$ cat config.mk
export PLATFORM = sky130hd
export DESIGN_NAME = adc_scan_seq
export DESIGN_NICKNAME = d
export VERILOG_FILES = /design/src/rtl/adc_scan_pkg.sv /design/src/rtl/adc_spi_frame.sv /design/src/rtl/adc_word_decode.sv /design/src/rtl/adc_scan_ctrl.sv /design/src/rtl/adc_scan_seq.sv
export SDC_FILE = /design/constraint.sdc
export NUM_CORES = 1
export LEC_CHECK = 0
export ABC_AREA = 1
export BUFFER_PORTS_ARGS = -buffer_cell sky130_fd_sc_hd__buf_2
export CORE_ASPECT_RATIO = 0.75
export CORE_MARGIN = 2
export CORE_UTILIZATION = 40
export DETAILED_ROUTE_END_ITERATION = 10
export PLACE_DENSITY = 0.57
export SETUP_SLACK_MARGIN = 0.3
export SYNTH_ARGS = -nofsm -noshare
export SYNTH_HDL_FRONTEND = slang
export SYNTH_SLANG_ARGS = --single-unit
$ cat constraint.sdc
create_clock -name clk -period 6.94 [get_ports clk]
set_clock_uncertainty 0.2 [all_clocks]
set_input_delay 2.082 -clock clk [delete_from_list [all_inputs] [get_ports clk]]
set_output_delay 2.082 -clock clk [all_outputs]
set_load 0.005 [all_outputs]
$ cat src/rtl/adc_scan_pkg.sv
package adc_scan_pkg;

    localparam int FRAME_W    = 16;
    localparam int CH_W       = 4;
    localparam int NUM_CH     = 1 << CH_W;
    localparam int CNT_W      = CH_W + 1;
    localparam int CMD_CH_LSB = 7;
    localparam int TAG_LSB    = FRAME_W - CH_W;

    localparam logic [FRAME_W-1:0] CMD_MANUAL   = 16'h1000;
    localparam logic [FRAME_W-1:0] CMD_WR_EN    = 16'h0800;
    localparam logic [FRAME_W-1:0] CMD_RANGE_X2 = 16'h0040;
    localparam logic [FRAME_W-1:0] CMD_PINCFG   = 16'h4000;
    localparam logic [FRAME_W-1:0] INIT_SETTINGS = CMD_MANUAL | CMD_WR_EN | CMD_RANGE_X2;

    typedef enum logic [1:0] {OP_SCAN, OP_SINGLE, OP_INIT} op_e;
    typedef enum logic [1:0] {C_IDLE, C_ISSUE, C_WAIT} ctrl_state_e;
    typedef enum logic [1:0] {E_IDLE, E_SHIFT, E_GAP} eng_state_e;

    typedef struct packed {
        logic [CH_W-1:0] chan;
        logic            tag_err;
    } smp_hdr_t;

    function automatic logic [CH_W-1:0] lowest_chan(input logic [NUM_CH-1:0] m);
        lowest_chan = '0;
        for (int i = NUM_CH - 1; i >= 0; i--) begin
            if (m[i]) lowest_chan = CH_W'(i);
        end
    endfunction

    function automatic logic [CNT_W-1:0] count_bits(input logic [NUM_CH-1:0] m);
        count_bits = '0;
        for (int i = 0; i < NUM_CH; i++) begin
            count_bits = count_bits + CNT_W'(m[i]);
        end
    endfunction

    function automatic logic [FRAME_W-1:0] manual_cmd(input logic [CH_W-1:0] ch);
        manual_cmd = CMD_MANUAL | (FRAME_W'(ch) << CMD_CH_LSB);
    endfunction

endpackage

$ cat src/rtl/adc_spi_frame.sv
module adc_spi_frame
    import adc_scan_pkg::*;
#(
    parameter int HALF_DIV = 2,
    parameter int GAP_CYC  = 2
) (
    input  logic               clk,
    input  logic               rst,
    input  logic               start,
    input  logic [FRAME_W-1:0] tx_word,
    input  logic               miso,
    output logic               ready,
    output logic               done,
    output logic [FRAME_W-1:0] rx_word,
    output logic               sclk,
    output logic               cs_n,
    output logic               mosi
);
    localparam int DIV_W = $clog2(HALF_DIV + 1);
    localparam int GAP_W = $clog2(GAP_CYC + 1);
    localparam int BIT_W = $clog2(FRAME_W);

    eng_state_e         state;
    logic [DIV_W-1:0]   div_cnt;
    logic [GAP_W-1:0]   gap_cnt;
    logic [BIT_W-1:0]   bit_cnt;
    logic [FRAME_W-1:0] tx_sh;
    logic [FRAME_W-1:0] rx_sh;

    assign ready = (state == E_IDLE);
    assign mosi  = tx_sh[FRAME_W-1];

    always_ff @(posedge clk) begin
        if (rst) begin
            state   <= E_IDLE;
            div_cnt <= '0;
            gap_cnt <= '0;
            bit_cnt <= '0;
            tx_sh   <= '0;
            rx_sh   <= '0;
            rx_word <= '0;
            done    <= 1'b0;
            sclk    <= 1'b0;
            cs_n    <= 1'b1;
        end else begin
            done <= 1'b0;
            unique case (state)
                E_IDLE: begin
                    if (start) begin
                        tx_sh   <= tx_word;
                        cs_n    <= 1'b0;
                        sclk    <= 1'b0;
                        div_cnt <= '0;
                        bit_cnt <= '0;
                        state   <= E_SHIFT;
                    end
                end
                E_SHIFT: begin
                    if (div_cnt == DIV_W'(HALF_DIV - 1)) begin
                        div_cnt <= '0;
                        if (!sclk) begin
                            sclk  <= 1'b1;
                            rx_sh <= {rx_sh[FRAME_W-2:0], miso};
                        end else begin
                            sclk <= 1'b0;
                            if (bit_cnt == BIT_W'(FRAME_W - 1)) begin
                                cs_n    <= 1'b1;
                                done    <= 1'b1;
                                rx_word <= rx_sh;
                                gap_cnt <= '0;
                                state   <= E_GAP;
                            end else begin
                                bit_cnt <= bit_cnt + BIT_W'(1);
                                tx_sh   <= {tx_sh[FRAME_W-2:0], 1'b0};
                            end
                        end
                    end else begin
                        div_cnt <= div_cnt + DIV_W'(1);
                    end
                end
                E_GAP: begin
                    if (gap_cnt == GAP_W'(GAP_CYC - 1)) state <= E_IDLE;
                    else gap_cnt <= gap_cnt + GAP_W'(1);
                end
                default: state <= E_IDLE;
            endcase
        end
    end
endmodule

$ cat src/rtl/adc_word_decode.sv
module adc_word_decode
    import adc_scan_pkg::*;
#(
    parameter int SAMPLE_BITS = 12
) (
    input  logic                   clk,
    input  logic                   rst,
    input  logic                   emit,
    input  logic [CH_W-1:0]        exp_chan,
    input  logic [FRAME_W-1:0]     rx_word,
    output logic                   smp_valid,
    output logic [CH_W-1:0]        smp_chan,
    output logic [SAMPLE_BITS-1:0] smp_value,
    output logic                   smp_tag_err
);
    smp_hdr_t hdr_d;

    always_comb begin
        hdr_d.chan    = exp_chan;
        hdr_d.tag_err = (rx_word[FRAME_W-1:TAG_LSB] != exp_chan);
    end

    always_ff @(posedge clk) begin
        if (rst) begin
            smp_valid   <= 1'b0;
            smp_chan    <= '0;
            smp_value   <= '0;
            smp_tag_err <= 1'b0;
        end else begin
            smp_valid <= emit;
            if (emit) begin
                smp_chan    <= hdr_d.chan;
                smp_tag_err <= hdr_d.tag_err;
                smp_value   <= rx_word[TAG_LSB-1 -: SAMPLE_BITS];
            end
        end
    end
endmodule

$ cat src/rtl/adc_scan_ctrl.sv
module adc_scan_ctrl
    import adc_scan_pkg::*;
(
    input  logic               clk,
    input  logic               rst,
    input  logic               trig,
    input  logic [NUM_CH-1:0]  scan_mask,
    input  logic               single_req,
    input  logic [CH_W-1:0]    single_chan,
    input  logic               init_req,
    input  logic               eng_ready,
    input  logic               eng_done,
    output logic               eng_start,
    output logic [FRAME_W-1:0] eng_tx,
    output logic               emit,
    output logic [CH_W-1:0]    exp_chan,
    output logic               scan_done,
    output logic               overrun,
    output logic               busy
);
    localparam int LEFT_W = CH_W + 2;

    ctrl_state_e        state;
    op_e                op;
    logic [NUM_CH-1:0]  pend;
    logic [NUM_CH-1:0]  rxpend;
    logic [LEFT_W-1:0]  left;
    logic [1:0]         skip;
    logic [CH_W-1:0]    sgl_ch;

    logic idle, acc_init, acc_single, acc_scan, drop_trig;

    assign idle       = (state == C_IDLE);
    assign busy       = !idle;
    assign acc_init   = idle && init_req;
    assign acc_single = idle && single_req && !init_req;
    assign acc_scan   = idle && trig && !init_req && !single_req;
    assign drop_trig  = trig && !acc_scan;

    assign eng_start = (state == C_ISSUE) && eng_ready;
    assign exp_chan  = lowest_chan(rxpend);
    assign emit      = (state == C_WAIT) && eng_done && (skip == 2'd0) && (rxpend != '0);

    always_comb begin
        unique case (op)
            OP_INIT:   eng_tx = (left == LEFT_W'(2)) ? INIT_SETTINGS : CMD_PINCFG;
            OP_SINGLE: eng_tx = (left > LEFT_W'(1)) ? manual_cmd(sgl_ch) : '0;
            default:   eng_tx = (pend != '0) ? manual_cmd(lowest_chan(pend)) : '0;
        endcase
    end

    always_ff @(posedge clk) begin
        if (rst) begin
            state     <= C_IDLE;
            op        <= OP_SCAN;
            pend      <= '0;
            rxpend    <= '0;
            left      <= '0;
            skip      <= '0;
            sgl_ch    <= '0;
            scan_done <= 1'b0;
            overrun   <= 1'b0;
        end else begin
            scan_done <= 1'b0;
            overrun   <= drop_trig;
            unique case (state)
                C_IDLE: begin
                    if (acc_init) begin
                        op     <= OP_INIT;
                        left   <= LEFT_W'(2);
                        rxpend <= '0;
                        skip   <= 2'd2;
                        state  <= C_ISSUE;
                    end else if (acc_single) begin
                        op     <= OP_SINGLE;
                        sgl_ch <= single_chan;
                        rxpend <= NUM_CH'(1) << single_chan;
                        left   <= LEFT_W'(3);
                        skip   <= 2'd2;
                        state  <= C_ISSUE;
                    end else if (acc_scan) begin
                        if (scan_mask == '0) begin
                            scan_done <= 1'b1;
                        end else begin
                            op     <= OP_SCAN;
                            pend   <= scan_mask;
                            rxpend <= scan_mask;
                            left   <= LEFT_W'(count_bits(scan_mask)) + LEFT_W'(2);
                            skip   <= 2'd2;
                            state  <= C_ISSUE;
                        end
                    end
                end
                C_ISSUE: begin
                    if (eng_ready) begin
                        if (op == OP_SCAN && pend != '0)
                            pend <= pend & ~(NUM_CH'(1) << lowest_chan(pend));
                        state <= C_WAIT;
                    end
                end
                C_WAIT: begin
                    if (eng_done) begin
                        left <= left - LEFT_W'(1);
                        if (skip != 2'd0)
                            skip <= skip - 2'd1;
                        else if (rxpend != '0)
                            rxpend <= rxpend & ~(NUM_CH'(1) << exp_chan);
                        if (left == LEFT_W'(1)) begin
                            state     <= C_IDLE;
                            scan_done <= 1'b1;
                        end else begin
                            state <= C_ISSUE;
                        end
                    end
                end
                default: state <= C_IDLE;
            endcase
        end
    end
endmodule

$ cat src/rtl/adc_scan_seq.sv
module adc_scan_seq
    import adc_scan_pkg::*;
#(
    parameter int HALF_DIV    = 2,
    parameter int GAP_CYC     = 2,
    parameter int SAMPLE_BITS = 12
) (
    input  logic                   clk,
    input  logic                   rst,
    input  logic                   trig,
    input  logic [15:0]            scan_mask,
    input  logic                   single_req,
    input  logic [3:0]             single_chan,
    input  logic                   init_req,
    input  logic                   miso,
    output logic                   sclk,
    output logic                   cs_n,
    output logic                   mosi,
    output logic                   smp_valid,
    output logic [3:0]             smp_chan,
    output logic [SAMPLE_BITS-1:0] smp_value,
    output logic                   smp_tag_err,
    output logic                   scan_done,
    output logic                   overrun,
    output logic                   busy
);
    logic               eng_start, eng_ready, eng_done, emit;
    logic [FRAME_W-1:0] eng_tx, eng_rx;
    logic [CH_W-1:0]    exp_chan;

    adc_scan_ctrl u_ctrl (
        .clk        (clk),
        .rst        (rst),
        .trig       (trig),
        .scan_mask  (scan_mask),
        .single_req (single_req),
        .single_chan(single_chan),
        .init_req   (init_req),
        .eng_ready  (eng_ready),
        .eng_done   (eng_done),
        .eng_start  (eng_start),
        .eng_tx     (eng_tx),
        .emit       (emit),
        .exp_chan   (exp_chan),
        .scan_done  (scan_done),
        .overrun    (overrun),
        .busy       (busy)
    );

    adc_spi_frame #(.HALF_DIV(HALF_DIV), .GAP_CYC(GAP_CYC)) u_frame (
        .clk    (clk),
        .rst    (rst),
        .start  (eng_start),
        .tx_word(eng_tx),
        .miso   (miso),
        .ready  (eng_ready),
        .done   (eng_done),
        .rx_word(eng_rx),
        .sclk   (sclk),
        .cs_n   (cs_n),
        .mosi   (mosi)
    );

    adc_word_decode #(.SAMPLE_BITS(SAMPLE_BITS)) u_dec (
        .clk        (clk),
        .rst        (rst),
        .emit       (emit),
        .exp_chan   (exp_chan),
        .rx_word    (eng_rx),
        .smp_valid  (smp_valid),
        .smp_chan   (smp_chan),
        .smp_value  (smp_value),
        .smp_tag_err(smp_tag_err)
    );
endmodule

==> qor.tcl, run 1 <==
set qor(worst_tran_pin_value_ns) 0.966
set qor(ctsHtreeMaxLevel) 4
set qor(numPortBuffers) 49
set qor(grt_setup_unrepaired) {no}
set qor(status) {complete, no violations}
set qor(grt_pass1_wl_um) 29200
set qor(min_period_over_period_pct) 88.9
set qor(min-delay-path-class) {reg -> reg}
set qor(p_leak_nw) 3.44
set qor(clk-insertion-delay-late_ns) 0.43
set qor(yosysTopAreaCell) {sky130_fd_sc_hd__dfxtp_1}
set qor(grt_antenna_before_repair) 0
set qor(ioPinCount) 50
set qor(areal_power_density_over_the_cells_mw_per_mm2) 417
set qor(synth-seq-area-share_pct) 36.9
set qor(setup-tns-final_ns) 0
set qor(drt-wirelength-per-cell_um) 14.7
set qor(cp_max_fo) 4
set qor(worst_ir_drop_vdd_mv) 0.154
set qor(areaGrowthSynthToFinish_pct) 14.3
set qor(dominantRegCellSynth) {sky130_fd_sc_hd__dfxtp_1}
set qor(grt_remaining_overflow) 0
set qor(setup_violations) 0
set qor(total_number_of_vias) 6261
set qor(synth_top_area_share_pct) 36.9
set qor(synth_edf_count) 0
set qor(cts_tree) {built}
set qor(sequence_of_cells_on_the_critical_path) {buf_2, inv_1, ha_1, inv_1, fa_1, fa_1, fa_1, fa_1, inv_1, fa_1, inv_1, fa_1, inv_1, ha_1, inv_1, or2_2, nor2_1, nand2_1, a31oi_1}
set qor(synthesis.nets) 1012
set qor(post_layout_total_power_mw) 3.18
set qor(yosysMostFrequentCell) {sky130_fd_sc_hd__nor2_1}
set qor(preCtsSetupSlack_ns) 0.353
set qor(critical_path.startpoint_type) {primary input}
set qor(critPathArrivalTime_ns) 6.32
set qor(layout-drive-gt1-share_pct) 11.5
set qor(clk_pin_slew_worst_paths_ns) 0.06
set qor(clock-sinks) 123
set qor(placementRows) 40
set qor(tritoncts.num_buffers) 17
set qor(final-hold-violation-count) 0
set qor(syn-mean-instance-area_um2) 6.96
set qor(synth.lib_cells_used.distinct) 45
set qor(maximum_number_of_pins_on_one_net_before_global_route_repair) 62
set qor(dieArea_mm2) 0.0177
set qor(yosys_register_bits) 123
set qor(maxClockFrequency_ghz) 0.162
set qor(post_cts_hold_buffer_count) 0
set qor(coreArea_mm2) 0.0162
set qor(postRouteAntennaNets) 0
set qor(synth_top_area_cells) {sky130_fd_sc_hd__dfxtp_1 37%, sky130_fd_sc_hd__nor2_1 8.5%, sky130_fd_sc_hd__o21ai_0 7.7%}
set qor(worst-setup-path-type) {in -> reg}
set qor(syn_area_mm2) 0.00667
set qor(hpwl_um) 12800
set qor(global_route.usage.total_pct) 20.6
set qor(totalWireLength_um) 17800
set qor(clk_path_buf_depth) 2
set qor(dr.pass1.iters) 5
set qor(ctsRootBufferMaster) {sky130_fd_sc_hd__clkbuf_16}
set qor(period_needed_ns) 6.17
set qor(insertedDiodeCount) 0
set qor(post-route-drc-count) 0
set qor(cp_slowest_stage_delay_ns) 0.56
set qor(route.detailed.vias_per_inst) 5.15
set qor(post-route-worst-setup-slack_ns) 0.774
set qor(die-height_um) 116
set qor(worst_slew_margin_rel_pct) 35.5
set qor(first_global_vias) 5698
set qor(number_of_violations_of_the_max_capacitance_limit) 0
set qor(post_cts_resize_count) 0
set qor(routability_cong) 0.875
set qor(netlist_instances) 959
set qor(synthTopCellsByCount) {151 x sky130_fd_sc_hd__nor2_1, 126 x sky130_fd_sc_hd__inv_1, 126 x sky130_fd_sc_hd__nand2_1}
set qor(crit_required_ns) 7.10
set qor(slew_viol_final) 0
set qor(postCtsSetupBuffers) 0
set qor(start_util_pct) 41.3
set qor(fin_nets) 1045
set qor(dieWidth_um) 153
set qor(crit_path_top_delay_cell) {sky130_fd_sc_hd__fa_1}
set qor(asyncSetResetFlopFracSynth_pct) 0
set qor(timing.critical_path.to_type) {register}
set qor(synth_warnings) 0
set qor(dr.first_iter.drc_count) 331
## cell usage in the layout (no fill, tap or decap), drive strengths merged, types with 2 or more instances in the layout
cell type and instances:
o211ai 2, a21oi 93, nand4 29, xnor2 2, nand3 44, nor2 160
nor4 3, or2 3, fa 10, o21bai 9, inv 145, buf 51
dfxtp 123, xor2 3, clkbuf 17, o21ai 108, ha 17, clkinv 5
a211oi 9, o22ai 3, a31oi 9, a221oi 8, nand2 129, nor3 15
## state kept, by name, indices dropped and copies added (netlist names), 4 cells and up
signal           count
u_ctrl.pend         16
u_ctrl.rxpend       16
u_frame.rx_sh       16
u_frame.rx_word     16
u_dec.smp_value     12
u_frame.tx_sh       10
u_ctrl.left          6
u_ctrl.sgl_ch        4
u_dec.smp_chan       4
u_frame.bit_cnt      4
## through the flow
| step | util [%] | hold WS, ns | area, µm² | cells |
|---|---|---|---|---|
| floorplan | - | 0.209 | 6670 | 959 |
| global placement | 43.5 | 0.219 | 7030 | 1183 |
| detailed placement | 43.5 | 0.222 | 7030 | 1183 |
| CTS | 47.2 | 0.232 | 7620 | 1215 |
| global route | 47.2 | 0.267 | 7620 | 1215 |
| finish | 47.2 | 0.231 | 7620 | 1215 |
## worst paths after layout
kind,start,end,slack (ns),cells after the start
worst min register to register,u_frame.div_cnt[1]$_SDFFE_PP0P_,u_frame.div_cnt[1]$_SDFFE_PP0P_,0.23,2
worst min-delay path,u_frame.div_cnt[1]$_SDFFE_PP0P_,u_frame.div_cnt[1]$_SDFFE_PP0P_,0.23,2
worst max-delay path,scan_mask[0],u_ctrl.left[5]$_SDFFE_PP0P_,0.77,19
worst max register to register,u_ctrl.state[1]$_SDFFE_PP0P_,u_dec.smp_tag_err$_SDFFE_PP0P_,3.53,11
## logic make-up (layout without fill, tap and decap cells)
group                    Yosys count  after routing  share of synthesized area (%)
AO/OA/AOI/OAI                    247            247                           20.9
XOR/XNOR                           5              5                          0.657
adder cells (fa/ha/maj)           27             27                           6.19
buffers and inverters            174            220                           10.2
flip-flops                       123            123                           36.9
AND/OR/NAND/NOR                  383            383                           25.1
## cell type report
type                    count  area (µm²)
multi-input cells         662        3520
inverters                 137         517
clock inverters            15         171
clock buffers              17         425
flip-flops and latches    123        2460
well taps                 210         263
repair buffers             51         260
fillers                  1668        8540
## per-layer routing
metal / vias to the layer above / global-route usage [%] / share of wire [%]
met3: 17 / 4.49 / 6.1
met5: - / 0 / 0
met4: 0 / 5.00 / 0.91
li1: 3258 / - / -
met2: 186 / 29.6 / 40
met1: 2800 / 31.1 / 53
## report_power, final
part	total, mW	internal [mW]	switching, mW
sequential	0.942	0.852	0.0904
clock	0.895	0.513	0.382
combinational	1.34	0.408	0.934
## critical path, delay by kind of cell
kind,cells,cell delay [ns]
adder cells (fa/ha/maj),8,3.17
AO/OA/AOI/OAI,1,0.13
buffers and inverters,7,0.51
AND/OR/NAND/NOR,3,0.44
No activity file was read; power rests on OpenSTA's default activity.
==> run 2: changes to the inputs <==
--- a/config.mk
+++ b/config.mk
@@ -10,6 +10,7 @@
 export CORE_ASPECT_RATIO = 0.75
 export CORE_MARGIN = 2
 export CORE_UTILIZATION = 40
+export CTS_BUF_LIST = sky130_fd_sc_hd__clkbuf_8
 export DETAILED_ROUTE_END_ITERATION = 10
 export PLACE_DENSITY = 0.57
 export SETUP_SLACK_MARGIN = 0.3
==> run 2 against run 1 <==
  * Combinational power hardly changed
  * Sequential share of layout area is 0.83 points higher
  * Cell area is 2.5% lower
  * Die area unchanged
  * Non-clock buffer count stayed put
  * Hold slack gained 0.0034 ns
  * Highest routed layer unchanged
==> qor.tcl, run 2 (synthesis results as in run 1) <==
set qor(placementRows) 40
set qor(slew_viol_final) 0
set qor(cts_tree) {built}
set qor(worstReg2RegEnd) {u_dec.smp_tag_err$_SDFFE_PP0P_}
set qor(first_global_vias) 5681
set qor(setup_violations) 0
set qor(coreArea_mm2) 0.0162
set qor(totalWireLength_um) 17800
set qor(timing.critical_path.to_type) {register}
set qor(cp_max_fo) 3
set qor(cp_slowest_stage_delay_ns) 0.56
set qor(placed_cells_incl_taps) 1183
set qor(clk_pin_slew_worst_paths_ns) 0.09
set qor(p_leak_nw) 3.35
set qor(ff2ff_setup_slack_ns) 3.51
set qor(total_number_of_vias) 6254
set qor(dieArea_mm2) 0.0177
set qor(fin_nets) 1045
set qor(critPathBufInv) 7
set qor(crit_required_ns) 7.12
set qor(routability_cong) 0.875
set qor(grt_antenna_before_repair) 0
set qor(layout-drive-gt1-share_pct) 11.5
set qor(areaGrowthSynthToFinish_pct) 11.4
set qor(dr.first_iter.drc_count) 421
set qor(num-fill-cells) 1687
set qor(numPortBuffers) 49
set qor(crit_path_top_delay_cell) {sky130_fd_sc_hd__fa_1}
set qor(postCtsSetupBuffers) 0
set qor(global_route.usage.total_pct) 20.5
set qor(reg2regPathDepth) 11
set qor(status) {complete, no violations}
set qor(ctsRootBufferMaster) {sky130_fd_sc_hd__clkbuf_8}
set qor(ctsHtreeMaxLevel) 4
set qor(clk-insertion-delay-late_ns) 0.45
set qor(maxClockFrequency_ghz) 0.163
set qor(tritoncts.num_buffers) 17
set qor(worst_tran_pin_value_ns) 0.968
set qor(critical_path_cell_count) 19
set qor(whs_ns) 0.234
set qor(worst-setup-path-type) {in -> reg}
set qor(die-height_um) 116
set qor(post_cts_resize_count) 0
set qor(cp-endpoint) {u_ctrl.left[5]$_SDFFE_PP0P_}
set qor(drt-wirelength-per-cell_um) 14.6
set qor(grt_setup_unrepaired) {no}
set qor(min_period_over_period_pct) 88.6
set qor(worst_ir_drop_vdd_mv) 0.144
set qor(critPathArrivalTime_ns) 6.33
set qor(ioPinCount) 50
set qor(areal_power_density_over_the_cells_mw_per_mm2) 395
set qor(post_cts_hold_buffer_count) 0
set qor(grt_pass1_wl_um) 29000
set qor(sequence_of_cells_on_the_critical_path) {buf_2, inv_1, ha_1, inv_1, fa_1, fa_1, fa_1, fa_1, inv_1, fa_1, inv_1, fa_1, inv_1, ha_1, inv_1, or2_2, nor2_1, nand2_1, a31oi_1}
set qor(layout_common_cells) {151 x sky130_fd_sc_hd__nor2_1, 126 x sky130_fd_sc_hd__nand2_1, 125 x sky130_fd_sc_hd__inv_1}
set qor(cp_top_family) {adder cells}
set qor(dieWidth_um) 153
set qor(insertedDiodeCount) 0
set qor(min-delay-path-class) {reg -> reg}
set qor(post-route-drc-count) 0
set qor(number_of_violations_of_the_max_capacitance_limit) 0
set qor(route.detailed.vias_per_inst) 5.15
set qor(postRouteAntennaNets) 0
set qor(maximum_number_of_pins_on_one_net_before_global_route_repair) 62
set qor(final_util_pct) 46.0
set qor(clock-sinks) 123
set qor(fin_cells) 1215
set qor(cp-startpoint) {scan_mask[1]}
set qor(clk_path_buf_depth) 2
set qor(worst_slew_margin_rel_pct) 35.4
set qor(hpwl_um) 12800
set qor(grt_remaining_overflow) 0
set qor(final-hold-violation-count) 0
set qor(critical_path.startpoint_type) {primary input}
set qor(start_util_pct) 41.3
set qor(period_needed_ns) 6.15
set qor(crit-reg2reg-launch) {u_ctrl.state[1]$_SDFFE_PP0P_}
set qor(dr.pass1.iters) 6
set qor(setup-tns-final_ns) 0
set qor(mostFrequentLayoutCell) {sky130_fd_sc_hd__nor2_1}
[run 2: metal layers]
| metal | wire, µm | track usage (%) |
|---|---|---|
| met1 | 9510 | 31.1 |
| met2 | 7070 | 29.4 |
| met3 | 1020 | 4.38 |
| met4 | 161 | 5.37 |
| met5 | 0 | 0 |
[run 2: worst min path at each step]
stage / startpoint / end / slack [ns] / cells after the start
global placement: u_frame.div_cnt[1]$_SDFFE_PP0P_ / u_frame.div_cnt[1]$_SDFFE_PP0P_ / 0.22 / 2
floorplan: u_frame.div_cnt[1]$_SDFFE_PP0P_ / u_frame.div_cnt[1]$_SDFFE_PP0P_ / 0.21 / 2
CTS: u_frame.div_cnt[1]$_SDFFE_PP0P_ / u_frame.div_cnt[1]$_SDFFE_PP0P_ / 0.24 / 2
global route: u_frame.div_cnt[1]$_SDFFE_PP0P_ / u_frame.div_cnt[1]$_SDFFE_PP0P_ / 0.27 / 2
detailed placement: u_frame.div_cnt[1]$_SDFFE_PP0P_ / u_frame.div_cnt[1]$_SDFFE_PP0P_ / 0.22 / 2
finish: u_frame.div_cnt[1]$_SDFFE_PP0P_ / u_frame.div_cnt[1]$_SDFFE_PP0P_ / 0.23 / 2
[run 2: area by class of cell]
cell class | instances | area (µm²) | area share [%]
well taps | 210 | 263 | 3.54
flip-flops and latches | 123 | 2460 | 33.1
clock buffers | 17 | 234 | 3.15
repair buffers | 51 | 260 | 3.50
clock inverters | 15 | 171 | 2.31
multi-input cells | 662 | 3520 | 47.4
inverters | 137 | 517 | 6.95
[run 2: metrics by stage]
stage	instance area, µm²	power, mW	setup WS, ns
3_5_place_dp	7030	2.27	0.353
6_report	7430	2.94	0.794
5_1_grt	7430	3.19	0.604
2_1_floorplan	6670	1.96	0.700
4_1_cts	7430	2.94	0.841
3_3_place_gp	7030	2.28	0.356
[run 2: power breakdown]
group	switching (mW)	leakage, nW	internal [mW]
Sequential	0.0894	1.00	0.850
Clock	0.354	0.205	0.304
Combinational	0.931	2.14	0.409
Total	1.37	3.35	1.56
[run 2: tightest hold or removal path, cell delays in order, from the launching register on]
cell                      delay (ns)
sky130_fd_sc_hd__dfxtp_1        0.32
sky130_fd_sc_hd__inv_1          0.05
sky130_fd_sc_hd__nor2_1         0.04
==> run 3: changes to the inputs <==
--- a/config.mk
+++ b/config.mk
@@ -5,7 +5,7 @@
 export SDC_FILE = /design/constraint.sdc
 export NUM_CORES = 1
 export LEC_CHECK = 0
-export ABC_AREA = 1
+export ABC_AREA = 0
 export BUFFER_PORTS_ARGS = -buffer_cell sky130_fd_sc_hd__buf_2
 export CORE_ASPECT_RATIO = 0.75
 export CORE_MARGIN = 2
==> run 3 against run 2 <==
  * Cell area decreased by 2.1%
  * Hold slack improved by 0.0033 ns
  * Utilization decreased by 0.66 points
  * Non-clock buffer count unchanged
  * Wire length decreased by 0.23%
  * Sequential power decreased by 11%
==> qor.tcl, run 3 <==
set qor(clock-sinks) 123
set qor(dr.pass1.iters) 5
set qor(timing.critical_path.to_type) {register}
set qor(post_cts_resize_count) 0
set qor(yosysMostFrequentCell) {sky130_fd_sc_hd__nand2_1}
set qor(min_period_over_period_pct) 89.8
set qor(storage_cell_area_mm2) 0.00246
set qor(sequence_of_cells_on_the_critical_path) {buf_2, inv_1, ha_1, inv_1, fa_1, fa_1, fa_1, fa_1, inv_1, fa_1, inv_1, fa_1, inv_1, ha_1, xor2_1, xnor2_1, a222oi_1, nor3_1}
set qor(grt_setup_unrepaired) {no}
set qor(worst_slew_margin_rel_pct) 30.3
set qor(layout-drive-gt1-share_pct) 13.0
set qor(critical_path.startpoint_type) {primary input}
set qor(grt_remaining_overflow) 0
set qor(slew_viol_final) 0
set qor(whs_ns) 0.238
set qor(postRouteAntennaNets) 0
set qor(clk-insertion-delay-late_ns) 0.47
set qor(fin_cells) 1077
set qor(route.detailed.vias_per_inst) 5.49
set qor(grt_pass1_wl_um) 29400
set qor(coreArea_mm2) 0.0161
set qor(totalWireLength_um) 17700
set qor(path_common_cell) {sky130_fd_sc_hd__fa_1}
set qor(worst-setup-path-type) {in -> reg}
set qor(worst_tran_pin_value_ns) 1.04
set qor(first_global_vias) 5477
set qor(maximum_number_of_pins_on_one_net_before_global_route_repair) 77
set qor(critPathArrivalTime_ns) 6.37
set qor(final-hold-violation-count) 0
set qor(synth.lib_cells_used.distinct) 77
set qor(period_needed_ns) 6.23
set qor(synth-seq-area-share_pct) 37.5
set qor(dr.first_iter.drc_count) 467
set qor(cp-startpoint) {scan_mask[0]}
set qor(min-delay-path-class) {reg -> reg}
set qor(status) {complete, no violations}
set qor(dominantRegCellSynth) {sky130_fd_sc_hd__dfxtp_1}
set qor(mostFrequentLayoutCell) {sky130_fd_sc_hd__nand2_1}
set qor(synth_top_area_share_pct) 37.5
set qor(total_number_of_vias) 5916
set qor(number_of_violations_of_the_max_capacitance_limit) 0
set qor(layout_common_cells) {145 x sky130_fd_sc_hd__nand2_1, 123 x sky130_fd_sc_hd__dfxtp_1, 107 x sky130_fd_sc_hd__a21oi_1}
set qor(setup-tns-final_ns) 0
set qor(ioPinCount) 50
set qor(fin_nets) 907
set qor(holdCritStartpoint) {u_frame.div_cnt[1]$_SDFFE_PP0P_}
set qor(post_cts_hold_buffer_count) 0
set qor(cp_slowest_stage_delay_ns) 0.55
set qor(cts_tree) {built}
set qor(clk_pin_slew_worst_paths_ns) 0.09
set qor(netlist_instances) 827
set qor(ctsRootBufferMaster) {sky130_fd_sc_hd__clkbuf_8}
set qor(crit_path_top_delay_cell) {sky130_fd_sc_hd__fa_1}
set qor(setup_violations) 0
set qor(placementRows) 40
set qor(post-route-worst-setup-slack_ns) 0.710
set qor(grt_antenna_before_repair) 0
set qor(yosysTopAreaCell) {sky130_fd_sc_hd__dfxtp_1}
set qor(synth_top_area_cells) {sky130_fd_sc_hd__dfxtp_1 37%, sky130_fd_sc_hd__nand2_1 8.3%, sky130_fd_sc_hd__a21oi_1 8.2%}
set qor(crit_required_ns) 7.08
set qor(maxClockFrequency_ghz) 0.161
set qor(global_route.usage.total_pct) 20.9
set qor(die-height_um) 115
set qor(dieArea_mm2) 0.0175
set qor(hpwl_um) 12700
set qor(synthesis.nets) 880
set qor(worst_ir_drop_vdd_mv) 0.156
set qor(drt-wirelength-per-cell_um) 16.5
set qor(ctsHtreeMaxLevel) 4
set qor(placed_cells_incl_taps) 1045
set qor(tritoncts.num_buffers) 17
set qor(multi_input_comb_area_mm2) 0.00373
set qor(synth_edf_count) 0
set qor(yosys_register_bits) 123
set qor(clk_path_buf_depth) 2
set qor(final_util_pct) 45.3
set qor(postCtsSetupBuffers) 0
set qor(areaGrowthSynthToFinish_pct) 10.8
set qor(syn_area_mm2) 0.00657
set qor(num-fill-cells) 1657
set qor(preCtsSetupSlack_ns) 0.239
set qor(cp_max_fo) 4
set qor(p_leak_nw) 2.66
set qor(dieWidth_um) 152
set qor(areal_power_density_over_the_cells_mw_per_mm2) 320
set qor(crit-reg2reg-launch) {u_ctrl.state[0]$_SDFFE_PP0P_}
set qor(routability_cong) 0.909
set qor(numPortBuffers) 49
set qor(insertedDiodeCount) 0
set qor(synth_warnings) 0
set qor(start_util_pct) 40.9
set qor(asyncSetResetFlopFracSynth_pct) 0
set qor(post-route-drc-count) 0
set qor(synthTopCellsByCount) {145 x sky130_fd_sc_hd__nand2_1, 123 x sky130_fd_sc_hd__dfxtp_1, 107 x sky130_fd_sc_hd__a21oi_1}
set qor(syn-mean-instance-area_um2) 7.94
run 3: changes by cell type after synthesis, sizes merged, moves of 15 or more:
cell    change
a21oi      +15
nand2b     +16
nand2      +17
inv        -88
nor4       +15
nor2       -87
o21ai      -83
nand3      -29
nand4      -24
run 3: where the power goes:
part           internal (mW)  switching [mW]
logic                  0.329           0.527
registers              0.761          0.0771
clock network          0.269           0.365
run 3: final cells by class:
class | count | share of cell area, %
clock buffer | 17 | 3.21
clock inverter | 15 | 2.03
inverter | 47 | 2.42
multi-input combinational | 614 | 51.3
sequential | 123 | 33.8
tap | 210 | 3.61
timing repair buffer | 51 | 3.61
run 3: worst paths after layout:
| kind | endpoint | slack (ns) | cells past startpoint |
|---|---|---|---|
| worst max-delay path | u_ctrl.left[3]$_SDFFE_PP0P_ | 0.71 | 18 |
| worst max register to register | u_ctrl.pend[13]$_SDFFE_PP0P_ | 3.78 | 5 |
| worst min-delay path | u_frame.div_cnt[1]$_SDFFE_PP0P_ | 0.24 | 2 |
| worst min register to register | u_frame.div_cnt[1]$_SDFFE_PP0P_ | 0.24 | 2 |
run 3: layer usage:
metal / part of all wire [%] / track usage [%] / up-vias
met2: 41 / 29.8 / 158
li1: - / - / 2980
met5: 0 / 0 / -
met4: 1.5 / 7.35 / 0
met1: 53 / 31.5 / 2755
met3: 4.7 / 3.66 / 23
run 3: critical path, delay by kind of cell:
kind / cells / cell delay [ns]
fa+ha+maj: 8 / 3.20
buf+inv: 6 / 0.46
compound gates: 1 / 0.29
simple gates: 1 / 0.08
xor+xnor: 2 / 0.26
run 3: logic make-up (layout without fill, tap and decap cells):
kind of cell / count (synthesis) / in the layout / share of synthesized area [%]
AND/OR/NAND/NOR: 336 / 336 / 25.0
AO/OA/AOI/OAI: 235 / 235 / 23.3
flip-flops: 123 / 123 / 37.5
buffers and inverters: 90 / 130 / 5.66
adder cells (fa/ha/maj): 27 / 27 / 6.29
XOR/XNOR: 10 / 10 / 1.33
multiplexers: 6 / 6 / 0.953
run 3: metrics by stage:
stage                     instance area (µm²)  total power [mW]
after floorplan                          6570              1.49
after CTS                                7280              2.33
after global placement                   6900              1.71
after detailed placement                 6900              1.70
final                                    7280              2.33
after global routing                     7280              2.48
